==> src/rtl/irq_source_pkg.sv <==
package irq_source_pkg;
  localparam int unsigned REG_W  = 8;
  localparam int unsigned STAT_W = 6;
  localparam int unsigned POS_EXT  = 0;
  localparam int unsigned POS_FIFO = 2;
  localparam int unsigned POS_CNT1 = 5;

  typedef enum logic [1:0] {
    SRC_NONE  = 2'd0,
    SRC_EDGE  = 2'd1,
    SRC_LEVEL = 2'd2
  } src_kind_e;

  function automatic src_kind_e kind_of(input int unsigned pos);
    if (pos == POS_EXT || pos == POS_CNT1) return SRC_EDGE;
    if (pos == POS_FIFO) return SRC_LEVEL;
    return SRC_NONE;
  endfunction
endpackage

==> src/rtl/irq_edge_cell.sv <==
module irq_edge_cell (
  input  logic clk,
  input  logic rst_n,
  input  logic raw_in,
  input  logic en_bit,
  input  logic wr_en,
  input  logic wr_bit,
  output logic pend
);
  logic smp_q, prev_q, lat_q;
  logic rise, keep;

  assign rise = smp_q & ~prev_q;
  assign keep = wr_en ? wr_bit : 1'b1;

  always_ff @(posedge clk) begin
    if (!rst_n) begin
      smp_q  <= 1'b0;
      prev_q <= 1'b0;
      lat_q  <= 1'b0;
    end else begin
      smp_q  <= raw_in;
      prev_q <= smp_q;
      lat_q  <= keep & (lat_q | (rise & en_bit));
    end
  end

  assign pend = lat_q;

  // a latch can only come up while its enable was set
  assert_edge_needs_enable_R6: assert property (@(posedge clk) disable iff (!rst_n)
    $rose(lat_q) |-> $past(en_bit));
  // writing a zero enable clears the latch
  assert_ack_clears_R7: assert property (@(posedge clk) disable iff (!rst_n)
    (wr_en && !wr_bit) |=> !lat_q);
endmodule

==> src/rtl/irq_level_cell.sv <==
module irq_level_cell (
  input  logic clk,
  input  logic rst_n,
  input  logic raw_in,
  input  logic en_bit,
  output logic pend
);
  logic cond_q;

  always_ff @(posedge clk) begin
    if (!rst_n) cond_q <= 1'b0;
    else        cond_q <= raw_in;
  end

  assign pend = cond_q & en_bit;

  // level status needs the condition one edge earlier
  assert_level_follows_R8: assert property (@(posedge clk) disable iff (!rst_n)
    pend |-> $past(raw_in));
endmodule

==> src/rtl/irq_source_reg.sv <==
module irq_source_reg
  import irq_source_pkg::*;
#(
  parameter int unsigned DATA_W = REG_W,
  parameter int unsigned NSTAT  = STAT_W
) (
  input  logic              clk,
  input  logic              rst_n,
  input  logic              wr_en,
  input  logic [DATA_W-1:0] wr_data,
  output logic [DATA_W-1:0] rd_data,
  input  logic              src_ext,
  input  logic              src_fifo,
  input  logic              src_cnt1,
  output logic              irq
);
  localparam int unsigned PAD_W = DATA_W - NSTAT;

  logic [DATA_W-1:0] en_q;
  logic [NSTAT-1:0]  raw_vec;
  logic [NSTAT-1:0]  stat;
  logic              irq_q;

  always_comb begin
    raw_vec = '0;
    raw_vec[POS_EXT]  = src_ext;
    raw_vec[POS_FIFO] = src_fifo;
    raw_vec[POS_CNT1] = src_cnt1;
  end

  always_ff @(posedge clk) begin
    if (!rst_n)     en_q <= '0;
    else if (wr_en) en_q <= wr_data;
  end

  for (genvar b = 0; b < NSTAT; b++) begin : g_src
    if (kind_of(b) == SRC_EDGE) begin : g_edge
      irq_edge_cell u_cell (
        .clk    (clk),
        .rst_n  (rst_n),
        .raw_in (raw_vec[b]),
        .en_bit (en_q[b]),
        .wr_en  (wr_en),
        .wr_bit (wr_data[b]),
        .pend   (stat[b])
      );
    end else if (kind_of(b) == SRC_LEVEL) begin : g_level
      irq_level_cell u_cell (
        .clk    (clk),
        .rst_n  (rst_n),
        .raw_in (raw_vec[b]),
        .en_bit (en_q[b]),
        .pend   (stat[b])
      );
    end else begin : g_rsvd
      assign stat[b] = 1'b0;
    end
  end

  always_ff @(posedge clk) begin
    if (!rst_n) irq_q <= 1'b0;
    else        irq_q <= |(stat & en_q[NSTAT-1:0]);
  end

  assign rd_data = {{PAD_W{1'b0}}, stat};
  assign irq     = irq_q;

  // reserved and upper positions never read as 1
  assert_reserved_zero_R2: assert property (@(posedge clk) disable iff (!rst_n)
    (rd_data[1] == 1'b0) && (rd_data[3] == 1'b0) && (rd_data[4] == 1'b0)
    && (rd_data[DATA_W-1:NSTAT] == '0));
  // a write of zero leaves nothing pending
  assert_zero_write_R3: assert property (@(posedge clk) disable iff (!rst_n)
    (wr_en && wr_data == '0) |=> (rd_data == '0));
  // request follows pending status one edge later
  assert_irq_rise_R9: assert property (@(posedge clk) disable iff (!rst_n)
    (|rd_data) |=> irq);
  assert_irq_fall_R9: assert property (@(posedge clk) disable iff (!rst_n)
    (rd_data == '0) |=> !irq);
endmodule

==> config.mk <==
export PLATFORM = sky130hd
export DESIGN_NAME = irq_source_reg
export DESIGN_NICKNAME = d
export VERILOG_FILES = /design/src/rtl/irq_source_pkg.sv /design/src/rtl/irq_edge_cell.sv /design/src/rtl/irq_level_cell.sv /design/src/rtl/irq_source_reg.sv
export SDC_FILE = /design/constraint.sdc
export NUM_CORES = 1
export LEC_CHECK = 0
export BUFFER_PORTS_ARGS = -buffer_cell sky130_fd_sc_hd__clkbuf_2
export CAP_MARGIN = 40
export CORE_AREA = 2 2 39 41
export CTS_BUF_LIST = sky130_fd_sc_hd__clkbuf_16
export DETAILED_ROUTE_END_ITERATION = 8
export DIE_AREA = 0 0 41 43
export HOLD_SLACK_MARGIN = 0.03
export MAX_ROUTING_LAYER = met4
export PLACE_DENSITY = 0.73
export SETUP_SLACK_MARGIN = 0.02
export SYNTH_ARGS = -nofsm -noshare
export SYNTH_HDL_FRONTEND = slang
export SYNTH_SLANG_ARGS = --single-unit
==> constraint.sdc <==
create_clock -name clk -period 1.1 [get_ports clk]
set_clock_uncertainty 0.2 [all_clocks]
set_input_delay 0 -clock clk [delete_from_list [all_inputs] [get_ports clk]]
set_output_delay 0 -clock clk [all_outputs]
set_load 0.02 [all_outputs]
==> flow_summary.json <==
{
  "dr.max_layer_used": "met4",
  "drv_slew": 0,
  "wl_per_cell_um": 8.44,
  "register_area_um2": 221,
  "p_sw_share_pct": 18.9,
  "hold_violations": 0,
  "grt_pass1_wl_um": 1190,
  "grt_pass1_vias": 321,
  "antenna_found_initial": 0,
  "fillers": 136,
  "cts_tree": "built",
  "critPathKind": "primary input to register",
  "area_growth_pct": 45.8,
  "rsz0062_at_grt": "false",
  "viasPerCell": 4.04,
  "path_delay_family": "buffers and inverters",
  "synth-edff-count": 0,
  "power.leakage_uw": 0.000297,
  "status": "complete, no violations",
  "path_cells": "dlygate4sd3_1, clkbuf_2, nor2b_4, a211oi_2",
  "final_area_um2": 637,
  "synthCells": 43,
  "synth_most_common_cell": "dfxtp_1",
  "drt_iter0_markers": 6,
  "tns_ps": 0,
  "nets": 78,
  "reg2regPathDepth": 2,
  "p_sw_uw": 219,
  "io_pins": 23,
  "placed_cell_area_um2": 472,
  "vdd_drop_max_v": 0.00123,
  "die_w_um": 41,
  "fin_crit_ps": 1040,
  "cp.arrival_ps": 1000,
  "netlist_area_um2": 437,
  "wl_met2_um": 329,
  "synthArstFlopShare_pct": 0,
  "wl_met3_um": 73,
  "vias": 319,
  "yosysWarnings": 0,
  "firstDrtPassIters": 4,
  "grt_max_degree": 7,
  "dieHeight_um": 43,
  "power.internal_uw": 944,
  "diodes": 0,
  "htree_levels": 1,
  "core_um2": 1380,
  "place_congestion": 0.670,
  "wirelength_um": 667,
  "yosys-top-cells-count": "dfxtp_1, buf_4, and2_1",
  "die_area_um2": 1760,
  "slowest_delay_ps": 530,
  "whs_path_depth": 1,
  "cts_root_buf": "clkbuf_16",
  "synth.avg_cell_area_um2": 10.2,
  "crit_required_ps": 1060,
  "gr-total-overflow": 0,
  "synth_top_area_share_pct": 50.4,
  "path_depth": 4,
  "track_usage_pct": 11.3,
  "route.detailed.drc": 0,
  "cp_slowest_cell": "dlygate4sd3_1",
  "ys_seq_area_share_pct": 50.4,
  "cp_max_fo": 5,
  "drv_cap": 0,
  "initial_core_util_pct": 31.6,
  "crit_buf_inv": 2,
  "clockBufferDepth": 2,
  "synthTopCellsByArea": "dfxtp_1, buf_4, and2_1",
  "synthFlopType": "dfxtp_1",
  "multi_input_area_um2": 156,
  "setup_viol": 0,
  "yosysUniqueCellTypes": 14,
  "hp-class": "register to register",
  "critPathCaptureType": "register",
  "cts.sinks": 11,
  "clkTransAtPathRegs_ps": 40,
  "clk_latency_ps": 240,
  "power.share.combinational_pct": 8.1,
  "reg2reg_slack_ps": 80,
  "clockPowerShare_pct": 55.1,
  "max_freq_mhz": 959,
  "hpwl_um": 468,
  "min_period_over_period_pct": 94.8,
  "yosysTopAreaCell": "dfxtp_1",
  "io_buffer_count": 12,
  "drive_gt1_share_pct": 30.2,
  "seqPwrFrac_pct": 36.8,
  "start_kind": "primary input",
  "p_per_area_nw_per_um2": 1830,
  "numCtsBuffers": 3,
  "ys_seq_elements": 11,
  "wl_met1_um": 255,
  "antenna_left": 0,
  "rows": 14
}
path summary, 6_finish.rpt:
kind                           startpoint                            end
max                                 wr_en    g_src[5].g_edge.u_cell.pend
min          g_src[0].g_edge.u_cell.smp_q  g_src[0].g_edge.u_cell.prev_q
max reg2reg   g_src[0].g_edge.u_cell.pend                            irq
min reg2reg  g_src[0].g_edge.u_cell.smp_q  g_src[0].g_edge.u_cell.prev_q
state kept, by name (all words and copies together), names as in the netlist:
name / count
g_src.g_edge.u_cell.smp_q: 2
en_q: 3
g_src.g_edge.u_cell.pend: 2
g_src.g_edge.u_cell.prev_q: 2
irq: 1
g_src.g_level.u_cell.cond_q: 1
cells by family after synthesis:
family          synth area share, %
flops                          50.4
buf+inv                        17.2
other cells                   0.859
compound gates                 7.16
simple gates                   19.8
mux                            4.58
area by class of cell:
type	instances	share of cell area (%)
clock buffer	3	11.8
clock inverter	1	0.589
inverter	4	2.36
multi-input combinational	24	24.6
sequential	11	34.8
tap	16	3.14
timing repair buffer	20	22.8
metrics by stage:
stage | hold slack [ps] | worst slack (ps) | cells | power, uW | util (%)
6_report | 255 | 56.8 | 79 | 1160 | 46.0
5_1_grt | 296 | 20.7 | 79 | 1220 | 46.0
4_1_cts | 258 | 28.1 | 79 | 1180 | 45.6
3_5_place_dp | 8.43 | 76.9 | 67 | 506 | 34.1
3_3_place_gp | 6.49 | 90.1 | 67 | 504 | 34.1
2_1_floorplan | -87.8 | 119 | 47 | 495 | -
power by group through the flow:
stage,clock [uW],combinational (uW),sequential [uW]
after floorplan,0,61.9,433
after global placement,0,69.8,434
after detailed placement,0,71.3,435
after CTS,660,93.0,428
after global routing,686,105,431
final,641,94.2,428
timing repair:
item | CTS | global route
buffers inserted | 0 | 0
hold buffers | 8 | 0
setup endpoints to repair | 0 | 2
gates resized for setup | 0 | 5
hold endpoints to repair | 11 | 0
per-layer routing:
metal  track usage (%)  vias to the layer above
li1                  -                      167
met1              10.2                      135
met5                 -                        -
met3              9.42                        3
met4              6.00                        0
met2              15.9                       14
cells in the final DEF, fill, tap and decap left out:
| master | Yosys | routed |
|---|---|---|
| buf_4 | 8 | 2 |
| inv_2 | 1 | 1 |
| dlygate4sd3_1 | 0 | 8 |
| and2_1 | 6 | 6 |
| nor2b_4 | 1 | 1 |
| clkbuf_16 | 0 | 3 |
| a222oi_1 | 1 | 1 |
| inv_1 | 3 | 4 |
| dfxtp_2 | 0 | 1 |
| conb_1 | 1 | 5 |
| dfxtp_1 | 11 | 10 |
| nor2_1 | 4 | 4 |
| mux2i_1 | 2 | 2 |
| a211oi_2 | 1 | 1 |
| clkbuf_2 | 0 | 10 |
| nand3b_1 | 2 | 2 |
| nor3_1 | 1 | 1 |
| a221oi_1 | 1 | 1 |
Note: power is estimated with default switching activity, not from simulation.
